`config.mk`:
```
export PLATFORM = sky130hd
export DESIGN_NAME = memmap_select
export DESIGN_NICKNAME = d
export VERILOG_FILES = /design/src/rtl/cs_pkg.sv /design/src/rtl/cs_strobe_conv.sv /design/src/rtl/cs_blk_decoder.sv /design/src/rtl/cs_dev_gate.sv /design/src/rtl/memmap_select.sv
export SDC_FILE = /design/constraint.sdc
export NUM_CORES = 1
export LEC_CHECK = 0
export ABC_AREA = 1
export BUFFER_PORTS_ARGS = -buffer_cell sky130_fd_sc_hd__buf_2
export CAP_MARGIN = 10
export CORE_AREA = 2 2 39 41
export DETAILED_ROUTE_END_ITERATION = 7
export DIE_AREA = 0 0 41 43
export RECOVER_POWER = 100
export SLEW_MARGIN = 15
export SYNTH_ARGS = -nofsm -noshare
export SYNTH_HDL_FRONTEND = slang
export SYNTH_HIERARCHICAL = 1
export SYNTH_SLANG_ARGS = --single-unit
export TNS_END_PERCENT = 30
```
`constraint.sdc`:
```
create_clock -name vclk -period 1.3
set_input_delay 0.13 -clock vclk [all_inputs]
set_output_delay 0.13 -clock vclk [all_outputs]
set_load 0.02 [all_outputs]
```
`src/rtl/cs_pkg.sv`:
```
package cs_pkg;

    localparam int unsigned ADDR_HI_W = 3;
    localparam int unsigned BLK_CNT   = 1 << ADDR_HI_W;
    localparam int unsigned DEV_CNT   = 4;

    localparam int unsigned MON_BLK = 0;
    localparam int unsigned USR_BLK = 1;
    localparam int unsigned PER_BLK = 0;

    typedef enum int unsigned {
        DEV_MON = 0,
        DEV_USR = 1,
        DEV_RAM = 2,
        DEV_PER = 3
    } dev_e;

    // Active-high view of the bus strobes
    typedef struct packed {
        logic code_rd;
        logic data_rd;
        logic data_wr;
    } bus_req_t;

    // Which kinds of access a device answers to
    typedef struct packed {
        logic on_code_rd;
        logic on_data_rd;
        logic on_data_wr;
    } dev_cfg_t;

    function automatic dev_cfg_t dev_cfg(input int unsigned idx);
        dev_cfg_t c;
        case (idx)
            DEV_MON: c = '{on_code_rd: 1'b1, on_data_rd: 1'b0, on_data_wr: 1'b0};
            DEV_USR: c = '{on_code_rd: 1'b1, on_data_rd: 1'b0, on_data_wr: 1'b0};
            DEV_RAM: c = '{on_code_rd: 1'b1, on_data_rd: 1'b1, on_data_wr: 1'b1};
            default: c = '{on_code_rd: 1'b0, on_data_rd: 1'b1, on_data_wr: 1'b1};
        endcase
        return c;
    endfunction

    function automatic int unsigned dev_block(input int unsigned idx,
                                              input int unsigned ram_blk);
        case (idx)
            DEV_MON: return MON_BLK;
            DEV_USR: return USR_BLK;
            DEV_RAM: return ram_blk;
            default: return PER_BLK;
        endcase
    endfunction

endpackage

```
`src/rtl/cs_strobe_conv.sv`:
```
module cs_strobe_conv (
    input  logic             fetch_n,
    input  logic             rd_n,
    input  logic             wr_n,
    output cs_pkg::bus_req_t req
);
    always_comb begin
        req.code_rd = ~fetch_n;
        req.data_rd = ~rd_n;
        req.data_wr = ~wr_n;
    end
endmodule

```
`src/rtl/cs_blk_decoder.sv`:
```
module cs_blk_decoder #(
    parameter int unsigned SEL_W = cs_pkg::ADDR_HI_W
) (
    input  logic [SEL_W-1:0]        addr_hi,
    output logic [(1 << SEL_W)-1:0] blk_n
);
    localparam int unsigned NBLK = 1 << SEL_W;

    for (genvar b = 0; b < NBLK; b++) begin : g_blk
        assign blk_n[b] = (addr_hi != SEL_W'(b));
    end

    always_comb begin
        AST_ONE_BLOCK: assert ($countones(~blk_n) == 1);
    end
endmodule

```
`src/rtl/cs_dev_gate.sv`:
```
module cs_dev_gate #(
    parameter cs_pkg::dev_cfg_t CFG = '0
) (
    input  logic             blk_n,
    input  cs_pkg::bus_req_t req,
    output logic             ce_n,
    output logic             oe_n,
    output logic             we_n
);
    logic rd_hit;
    logic wr_hit;

    always_comb begin
        rd_hit = (CFG.on_code_rd & req.code_rd) | (CFG.on_data_rd & req.data_rd);
        wr_hit = CFG.on_data_wr & req.data_wr;
        ce_n   = blk_n | ~(rd_hit | wr_hit);
        oe_n   = blk_n | ~rd_hit;
        we_n   = blk_n | ~wr_hit;
    end

    always_comb begin
        if (!oe_n) AST_OE_NEEDS_BLOCK: assert (!blk_n && !ce_n);
        if (!we_n) AST_WE_NEEDS_WRITE: assert (req.data_wr && !ce_n);
    end
endmodule

```
`src/rtl/memmap_select.sv`:
```
module memmap_select #(
    parameter int unsigned RAM_BLK = 4
) (
    input  logic [2:0] addr_hi,
    input  logic       fetch_n,
    input  logic       rd_n,
    input  logic       wr_n,
    output logic       mon_sel_n,
    output logic       usr_sel_n,
    output logic       ram_ce_n,
    output logic       ram_oe_n,
    output logic       ram_we_n,
    output logic       per_ce_n,
    output logic       per_rd_n,
    output logic       per_wr_n
);
    import cs_pkg::*;

    bus_req_t             req;
    logic [BLK_CNT-1:0]   blk_n;
    logic [DEV_CNT-1:0]   dev_ce_n;
    logic [DEV_CNT-1:0]   dev_oe_n;
    logic [DEV_CNT-1:0]   dev_we_n;

    cs_strobe_conv u_conv (
        .fetch_n (fetch_n),
        .rd_n    (rd_n),
        .wr_n    (wr_n),
        .req     (req)
    );

    cs_blk_decoder #(.SEL_W(ADDR_HI_W)) u_dec (
        .addr_hi (addr_hi),
        .blk_n   (blk_n)
    );

    for (genvar d = 0; d < DEV_CNT; d++) begin : g_dev
        cs_dev_gate #(.CFG(dev_cfg(d))) u_gate (
            .blk_n (blk_n[dev_block(d, RAM_BLK)]),
            .req   (req),
            .ce_n  (dev_ce_n[d]),
            .oe_n  (dev_oe_n[d]),
            .we_n  (dev_we_n[d])
        );
    end

    assign mon_sel_n = dev_oe_n[DEV_MON];
    assign usr_sel_n = dev_oe_n[DEV_USR];
    assign ram_ce_n  = dev_ce_n[DEV_RAM];
    assign ram_oe_n  = dev_oe_n[DEV_RAM];
    assign ram_we_n  = dev_we_n[DEV_RAM];
    assign per_ce_n  = dev_ce_n[DEV_PER];
    assign per_rd_n  = dev_oe_n[DEV_PER];
    assign per_wr_n  = dev_we_n[DEV_PER];

    always_comb begin
        if (!mon_sel_n) AST_MON_FETCH_ONLY: assert (!fetch_n && addr_hi == 3'd0);
        if (!usr_sel_n) AST_USR_FETCH_ONLY: assert (!fetch_n && addr_hi == 3'd1);
        if (!ram_oe_n)  AST_RAM_OE_STROBE: assert (!fetch_n || !rd_n);
        if (!per_ce_n)  AST_PER_DATA_ONLY: assert (!rd_n || !wr_n);
        AST_ROM_NO_WRITE: assert (dev_we_n[DEV_MON] && dev_we_n[DEV_USR]
                                  && dev_ce_n[DEV_MON] == dev_oe_n[DEV_MON]
                                  && dev_ce_n[DEV_USR] == dev_oe_n[DEV_USR]);
        if (fetch_n && rd_n && wr_n)
            AST_IDLE_HIGH: assert (mon_sel_n && usr_sel_n && ram_ce_n && ram_oe_n
                                   && ram_we_n && per_ce_n && per_rd_n && per_wr_n);
        if (!ram_ce_n)  AST_RAM_PLACED: assert (addr_hi == 3'(RAM_BLK));
    end
endmodule

```
Word-level counts from Yosys, hierarchy flattened
Cells that the tools add are included.
Cells by class
  reduce and logical (&&, ||, !) cells: 1
  bitwise logic cells: 17
  equal/unequal tests: 2
Operator list (count)
  $or A1 B1 Y1: 11
  $not A1 Y1: 6
  $ne A3 B1 Y1 const B: 1
  $ne A3 B3 Y1 const B: 1
  $reduce_bool A3 Y1: 1
Storage, ports and cells
  bits in registers: 0
  logic and storage cells: 20
  output and inout port bits: 8
  input port bits: 6

Logic depth before layout (Yosys ltp)
Gate-level depths: netlist of run 1.
  depth after elaboration: 5
  depth in mapped cells: 5
  depth with buffers taken out: 4

Hierarchy
The synthesis of run 1 kept the hierarchy.
Modules (own cells, without submodules)
  cs_blk_decoder: area each 52.6 sq um, sequential area each 0.0 sq um, instances 1, cells an instance 12
  cs_dev_gate (g_dev[0].u_gate ...): area each 26.3 sq um, sequential area each 0.0 sq um, instances 2, cells an instance 5
  cs_dev_gate (g_dev[2].u_gate): area each 27.5 sq um, sequential area each 0.0 sq um, instances 1, cells an instance 7
  cs_dev_gate (g_dev[3].u_gate): area each 20.0 sq um, sequential area each 0.0 sq um, instances 1, cells an instance 4
  cs_strobe_conv: area each 11.3 sq um, sequential area each 0.0 sq um, instances 1, cells an instance 3

Worst setup path before layout of run 1
No wires, ideal clock.
  kind: input-to-output
  start point: input rd_n
  end point: output ram_oe_n
  arrival time: 682 ps
  stages on the path: 2
  path slack: 488 ps
  required time: 1170 ps
  path buffers: 0
  cell sequence: inv_1 o21ai_0
Between the ends
  longest elaborated chain between the ends: 4
RTL lines
  start, declared: RTL line memmap_select.sv:6  | input logic rd_n,
  $not A1 Y1: RTL line cs_strobe_conv.sv:9  | req.data_rd = ~rd_n;
  $or A1 B1 Y1: RTL line cs_dev_gate.sv:14  | rd_hit = (CFG.on_code_rd & req.code_rd) | (CFG.on_data_rd & req.data_rd);
  $not A1 Y1: RTL line cs_dev_gate.sv:17  | oe_n = blk_n | ~rd_hit;
  $or A1 B1 Y1: RTL line cs_dev_gate.sv:17
  end, declared: RTL line memmap_select.sv:11  | output logic ram_oe_n,
Every way passes these cells.

Worst setup path after layout of run 1
  start point: input addr_hi[1]
  end point: output ram_oe_n
Between the ends
  longest elaborated chain between the ends: 2
RTL lines
  start, declared: RTL line memmap_select.sv:4  | input logic [2:0] addr_hi,
  $ne A3 B3 Y1: RTL line cs_blk_decoder.sv:10  | assign blk_n[b] = (addr_hi != SEL_W'(b));
  net blk_n[4]: RTL line memmap_select.sv:20  | logic [BLK_CNT-1:0] blk_n;
  $or A1 B1 Y1: RTL line cs_dev_gate.sv:17
The timed path passes the listed nets, and every way through them passes these cells.

==> results of run 1 <==
## metal layers
metal | part of all wire, % | wire, microns
met1 | 36 | 111
met2 | 52 | 162
met3 | 11 | 35
met4 | 0 | 0
met5 | 0 | 0
## path summary, 6_finish.rpt
path	from	to	slack, ps	cells past startpoint
max	addr_hi[1]	ram_oe_n	390	6
min	addr_hi[0]	usr_sel_n	660	5
## report_power, final
group	switching [mW]	total (mW)	internal (mW)	leakage [nW]
Combinational	0.0286	0.0433	0.0147	0.116
Sequential	0	0	0	0
Clock	0	0	0	0
## final cells by class
type / instances / area [sq um] / area share (%)
Timing Repair Buffer: 14 / 60.06 / 33.80
Multi-Input combinational cell: 14 / 60.06 / 33.80
Tap cell: 16 / 20.02 / 11.27
Inverter: 10 / 37.54 / 21.13
## worst max-delay path: stages
cell	delay [ps]
buf_2	100
nor2_1	130
nand2_1	60
inv_1	90
o21ai_0	90
clkbuf_1	170
==> metrics.txt, run 1 <==
Max Cap Viol=0; antenna cell count=0; Routed WL per cell=around 5.7 microns; # Post-CTS Setup Buffers=0; Initial Util=roughly 8%; pre-CTS WS=around 400 ps; Final WS setup=slightly below 400 ps; minimum clock period=905.8 ps; Peak VDD IR=between 15 and 20 uV; status=completed; DIE HEIGHT=between 40 and 50 microns; RSZ-0062 raised after global routing=false; final hold viol count=0; FF+latch area=0 sq um; share of cells above drive strength 1=a little under a fifth; final worst path period share=a little over two thirds; Placement Cell Area=about 190 sq um; final wirelength=around 310 microns; final hold slack=between 600 and 700 ps; GP Congestion=~0.55; post-CTS sizing=0; I/O Buffers=14; vias per cell=about 3.1; Synthesis Warnings=6; total track usage=under 10%; initial antenna violation count=0; clkbuf count=0; crit path max fanout=3; Final Max Slew Viols=0; Power Total=~0.043 mW; core area=between 1000 and 1500 sq um; leakage power=around 0.12 nW; Slew Limit Headroom=82.68%; GRT met1 Usage=4.430%; Setup TNS Final=0 ps; most frequent cells in the layout=inv_1, nand2_1, clkbuf_1; Detail Placement HPWL=just under 300 microns; first drt pass iteration count=4; CTS hold repair buffers=0; FFs & Latches=0; CP Class=primary input to output pin; non-filler cells, final=between 50 and 60; vias in the first global route=134; busiest grt layer=met2; Core Rows=14; DR vias=approximately 170; first-pass GRT wire length=about 480 microns; commonest non-fill, non-tap cell in the layout=inv_1; P per Cell Area=243.9 nW/um^2; Total Nets Final=46; post-route ant nets=0; num ports=14; CP Capture Type=output pin; Final Util=12.84%; final setup fails=0; Worst Tran Pin Value=roughly 260 ps; Finished Cell Area=177.7 sq um; DRC=0; largest net degree at the start of global routing=5; DR iter-0 viols=4; Post-Synthesis Net Count=32; Critical Path RT=1170 ps; crit start category=primary input; fill cell count=around 180; Post-Synthesis Cells=26; die area=~1800 sq um; Die Wd=slightly above 40 microns; Synth Cell Area=between 100 and 150 sq um; synthesized area per cell=about 4.3 sq um; met3 Use GR=0%; placed insts=between 50 and 60; Worst EP arrival=roughly 780 ps; FMAX=1.104 GHz; GRT met2 Usage=under 10%; area delta synth->final=57.78%; GR Overflow Total=0; worst min path class=primary input to output pin
(Power assumes the default switching activity.)
==> run 2: changes to the inputs <==
==> constraint.sdc (replaced) <==
create_clock -name vclk -period 0.8
set_input_delay 0.08 -clock vclk [all_inputs]
set_output_delay 0.08 -clock vclk [all_outputs]
set_load 0.02 [all_outputs]
==> run 2 against run 1 <==
Wire length unchanged. Cell count unchanged. Sequential share of layout area unchanged. Design area increased by 11%. Global-route usage decreased by 0.20 points. Hold slack got worse by 150 ps. Setup slack got worse by 320 ps. Largest cell class unchanged. Highest routed layer unchanged.
==> metrics.txt, run 2 (synthesis gave the netlist of run 1 again) <==
Initial Util=8.137% (unchanged); final wirelength=310 microns (unchanged); proportion of power drawn by the clock network=0% (about the same); Slew Limit Headroom=91.81% (was 82.68%); Switch Pwr=0.05078 mW (was 0.02862 mW); first-pass GRT wire length=455 microns (was 476 microns); # Post-CTS Setup Buffers=0 (unchanged); FFs & Latches=0 (unchanged); final hold viol count=0 (unchanged); placed insts=54 (unchanged); GR Overflow Total=0 (unchanged); Int Power=0.02950 mW (was 0.01470 mW); worst min path class=primary input to output pin (unchanged); CP Capture Point=ram_oe_n (unchanged); core area=1384 sq um (unchanged); FF+latch area=0 sq um (unchanged); DR iter-0 viols=2 (was 4); status=completed (unchanged); CP Class=primary input to output pin (unchanged); Core Rows=14 (unchanged); Max Cap Viol=0 (unchanged); Critical Path RT=720 ps (was 1170 ps); post-route ant nets=0 (unchanged); non-filler cells, final=54 (unchanged); clkbuf count=0 (unchanged); num ports=14 (unchanged); Setup TNS Final=0 ps (unchanged); most frequent cells in the layout=inv_1, nand2_1, buf_2, clkbuf_2, inv_2 (was inv_1, nand2_1, clkbuf_1); FMAX=roughly 1.4 GHz; initial antenna violation count=0 (unchanged); final worst path period share=between 90% and 100%; share of cells above drive strength 1=50.00% (was 18.42%); GP Congestion=0.5728 (was 0.5528); DRC=0 (unchanged); crit path max fanout=3 (unchanged); CP Capture Type=output pin (unchanged); vias in the first global route=130 (was 134); antenna cell count=0 (unchanged); largest net degree at the start of global routing=5 (unchanged); Worst Tran Pin Value=122.7 ps (was 260.8 ps); HP Start=fetch_n (was addr_hi[0]); Die Wd=41 microns (unchanged); Power Total=0.08028 mW (was 0.04332 mW); DIE HEIGHT=43 microns (unchanged); minimum clock period=about 720 ps; switch share=63.25% (was 66.07%); RSZ-0062 raised after global routing=false (unchanged); Detail Placement HPWL=301.5 microns (was 289.7 microns); final setup fails=0 (unchanged); Final Util=14.29% (was 12.84%); total track usage=3.397% (was 3.596%); DR vias=172 (was 165); combinational power share=100.0% (about the same); first drt pass iteration count=2 (was 4); leakage power=0.1310 nW (was 0.1158 nW); Routed WL per cell=5.741 microns (unchanged); Sequential Power Share=0% (about the same); area delta synth->final=75.56% (was 57.78%); Total Nets Final=46 (unchanged); Final Max Slew Viols=0 (unchanged); Peak VDD IR=29.66 uV (was 15.01 uV); crit start category=primary input (unchanged); Worst EP arrival=640 ps (was 780 ps); die area=1763 sq um (unchanged); I/O Buffers=14 (unchanged); P per Cell Area=406.1 nW/um^2 (was 243.9 nW/um^2); Setup crit start=addr_hi[1] (unchanged); vias per cell=3.185 (was 3.056)
[run 2: cell types whose count changed in the layout (fill, tap and decap cells not counted), sizes merged]
| cell | change |
|---|---|
| clkbuf | -1 |
| buf | +1 |
[run 2: layout make-up]
cell class,count,area (sq um)
well taps,16,20.02
multi-input cells,14,70.07
repair buffers,14,70.07
fillers,174,1186
inverters,10,37.54
[run 2: worst min path at each step]
stage	end	slack (ps)	depth (start not counted)
after global routing	mon_sel_n	540	4
after global placement	mon_sel_n	500	4
after CTS	mon_sel_n	500	4
final	mon_sel_n	510	4
after detailed placement	mon_sel_n	500	4
after floorplan	per_ce_n	350	2
[run 2: timing repair]
action | 4_1_cts | 5_1_grt
endpoints found under the setup margin | 1 | 5
hold buffers | 0 | 0
endpoints found under the hold margin | 0 | 0
pin swaps | 0 | 0
gates resized for setup | 1 | 5
[run 2: power by group through the flow]
stage          clock network [mW]  logic, mW  registers, mW
6_report                        0     0.0803              0
5_1_grt                         0     0.0899              0
4_1_cts                         0     0.0757              0
3_5_place_dp                    0     0.0742              0
3_3_place_gp                    0     0.0731              0
2_1_floorplan                   0     0.0470              0
[run 2: routing by layer]
| metal | global-route usage, % | vias up | wire (microns) |
|---|---|---|---|
| met5 | 0 | - | 0 |
| met4 | 0 | 0 | 0 |
| met3 | 0 | 0 | 30 |
| met2 | 7.813 | 6 | 174 |
| met1 | 2.848 | 73 | 105 |
| li1 | - | 93 | - |
[run 2: worst max-delay path, stage by stage]
cell and delay (ps):
clkbuf_2 110, nor2_4 110, nand2_1 70, inv_2 60, o21ai_1 60, buf_2 160
[run 2: through the flow]
step,hold slack [ps],area [sq um],setup WS [ps]
4_1_cts,501.3,190.2,15.00
3_3_place_gp,503.1,187.7,3.904
3_5_place_dp,498.4,187.7,-7.875
5_1_grt,543.9,197.7,17.77
6_report,511.8,197.7,76.13
2_1_floorplan,347.8,112.6,87.72
==> run 3: changes to the inputs <==
--- a/config.mk
+++ b/config.mk
@@ -11,6 +11,8 @@
 export CORE_AREA = 2 2 39 41
 export DETAILED_ROUTE_END_ITERATION = 7
 export DIE_AREA = 0 0 41 43
+export MAX_ROUTING_LAYER = met4
+export PLACE_DENSITY = 0.36
 export RECOVER_POWER = 100
 export SLEW_MARGIN = 15
 export SYNTH_ARGS = -nofsm -noshare
==> constraint.sdc (replaced) <==
create_clock -name vclk -period 0.8
set_input_delay 0 -clock vclk [all_inputs]
set_output_delay 0 -clock vclk [all_outputs]
set_load 0.02 [all_outputs]
==> run 3 against run 2 <==
Count of clock-buffer cells in the layout unchanged. First-iteration DRC count unchanged. Critical path depth unchanged.
==> metrics.txt, run 3 (synthesis gave the netlist of run 1 again) <==
status=completed (unchanged); crit-path most repeated cell=nand2_1; cells along the critical path=buf_2, nor2_1, nand2_1, inv_1, nand2_1, clkbuf_2 (was clkbuf_2, nor2_4, nand2_1, inv_2, o21ai_1, buf_2); I/O Buffers=14 (unchanged); Largest stage delay, worst path=150 ps (was 160 ps); Critical Path RT=800 ps (was 720 ps); die area=1763 sq um (unchanged); area delta synth->final=62.22% (was 75.56%); Routed WL per cell=6.056 microns (was 5.741 microns); vias in the first global route=134 (was 130); first drt pass iteration count=2 (unchanged); leakage power=0.1261 nW (was 0.1310 nW); final worst path period share=79.73% (was 90.48%); DIE HEIGHT=43 microns (unchanged); post-route ant nets=0 (unchanged); DRC=0 (unchanged); Slowest cell on crit path=clkbuf_2 (was buf_2); final setup fails=0 (unchanged); # Post-CTS Setup Buffers=0 (unchanged); DR iter-0 viols=2 (unchanged); most frequent cells in the layout=inv_1, nand2_1, buf_2 (was inv_1, nand2_1, buf_2, clkbuf_2, inv_2); Initial Util=8.137% (unchanged); CP Class=primary input to output pin (unchanged); Int Power=0.02546 mW (was 0.02950 mW); critical path buffer and inverter count=3 (unchanged); FMAX=1.568 GHz (was 1.381 GHz); vias per cell=2.981 (was 3.185); P per Cell Area=393.5 nW/um^2 (was 406.1 nW/um^2); Total Nets Final=46 (unchanged); antenna cell count=0 (unchanged); Core Rows=14 (unchanged); Max Cap Viol=0 (unchanged); Die Wd=41 microns (unchanged); Sequential Power Share=0% (about the same); Switch Pwr=0.04643 mW (was 0.05078 mW); WHS Path Cells=4 (unchanged); largest net degree at the start of global routing=5 (unchanged); GP Congestion=0.5777 (was 0.5728); Final Util=13.20% (was 14.29%); minimum clock period=637.9 ps (was 723.9 ps); GR Overflow Total=0 (unchanged); DR vias=161 (was 172); CTS hold repair buffers=0 (unchanged); FFs & Latches=0 (unchanged); Final Max Slew Viols=0 (unchanged); Worst Tran Pin Value=249.7 ps (was 122.7 ps); commonest non-fill, non-tap cell in the layout=inv_1; core area=1384 sq um (unchanged); Slew Limit Headroom=83.42% (was 91.81%); crit path max fanout=3 (unchanged); Peak VDD IR=87.43 uV (was 29.66 uV); first-pass GRT wire length=489 microns (was 455 microns); total track usage=3.685% (was 3.397%); worst min path class=primary input to output pin (unchanged); crit start category=primary input (unchanged); initial antenna violation count=0 (unchanged); CP Capture Type=output pin (unchanged); switch share=64.58% (was 63.25%); Worst EP arrival=640 ps (about the same); proportion of power drawn by the clock network=0% (about the same); share of cells above drive strength 1=28.95% (was 50.00%); RSZ-0062 raised after global routing=false (unchanged); final hold viol count=0 (unchanged); CP delay by family, top=buffers and inverters (unchanged); final wirelength=327 microns (was 310 microns); post-CTS sizing=0 (was 1); Setup TNS Final=0 ps (unchanged); clkbuf count=0 (unchanged); num ports=14 (unchanged); FF+latch area=0 sq um (unchanged); combinational power share=100.0% (about the same); cell depth of the worst setup path=6 (unchanged)
==> run 3: cell count changes in the layout (fill, tap and decap cells not counted) <==
cell and change:
nor2_1 +1, inv_2 -2, nand2_1 +1, nor2_4 -1, inv_1 +2, clkbuf_1 +4
o21ai_1 -1, clkbuf_2 -3, o21ai_0 +1, nand2_2 -1, buf_2 -1
==> run 3: per-stage QoR <==
step / power (mW) / setup WS [ps] / area, sq um / std cells / hold WS, ps
floorplan: 0.04695 / 247.7 / 112.6 / 26 / 187.8
global placement: 0.07441 / 150.6 / 187.7 / 54 / 354.6
detailed placement: 0.07482 / 147.8 / 187.7 / 54 / 352.9
CTS: 0.07522 / 147.9 / 187.7 / 54 / 355.3
global route: 0.08174 / 65.17 / 182.7 / 54 / 405.7
finish: 0.07189 / 162.1 / 182.7 / 54 / 362.4
==> run 3: tightest hold or removal path, cell delays in order <==
cell and delay [ps]:
buf_2 70, inv_1 60, nand2_1 70, clkbuf_2 160
==> run 3: path summary, 6_finish.rpt <==
kind,start,endpoint,slack [ps]
worst max-delay path,addr_hi[1],per_rd_n,160
worst min-delay path,wr_n,per_wr_n,360
==> run 3: final cells by class <==
| class | instances | area [sq um] |
|---|---|---|
| fillers | 169 | 1201 |
| inverters | 10 | 37.54 |
| multi-input cells | 14 | 60.06 |
| well taps | 16 | 20.02 |
| repair buffers | 14 | 65.06 |
==> run 3: metal layers <==
layer / up-vias / GRT usage (%) / share of wire (%) / wire [microns]
met5: - / - / 0 / 0
met4: 0 / 0 / 0 / 0
met3: 0 / 0 / 13 / 44
met2: 10 / 5.938 / 38 / 125
met1: 58 / 5.380 / 48 / 157
li1: 93 / - / - / -
==> run 3: power groups by stage <==
stage                     clock (mW)  sequential [mW]  combinational (mW)
after floorplan                    0                0              0.0470
after global placement             0                0              0.0744
after detailed placement           0                0              0.0748
after CTS                          0                0              0.0752
after global routing               0                0              0.0817
final                              0                0              0.0719
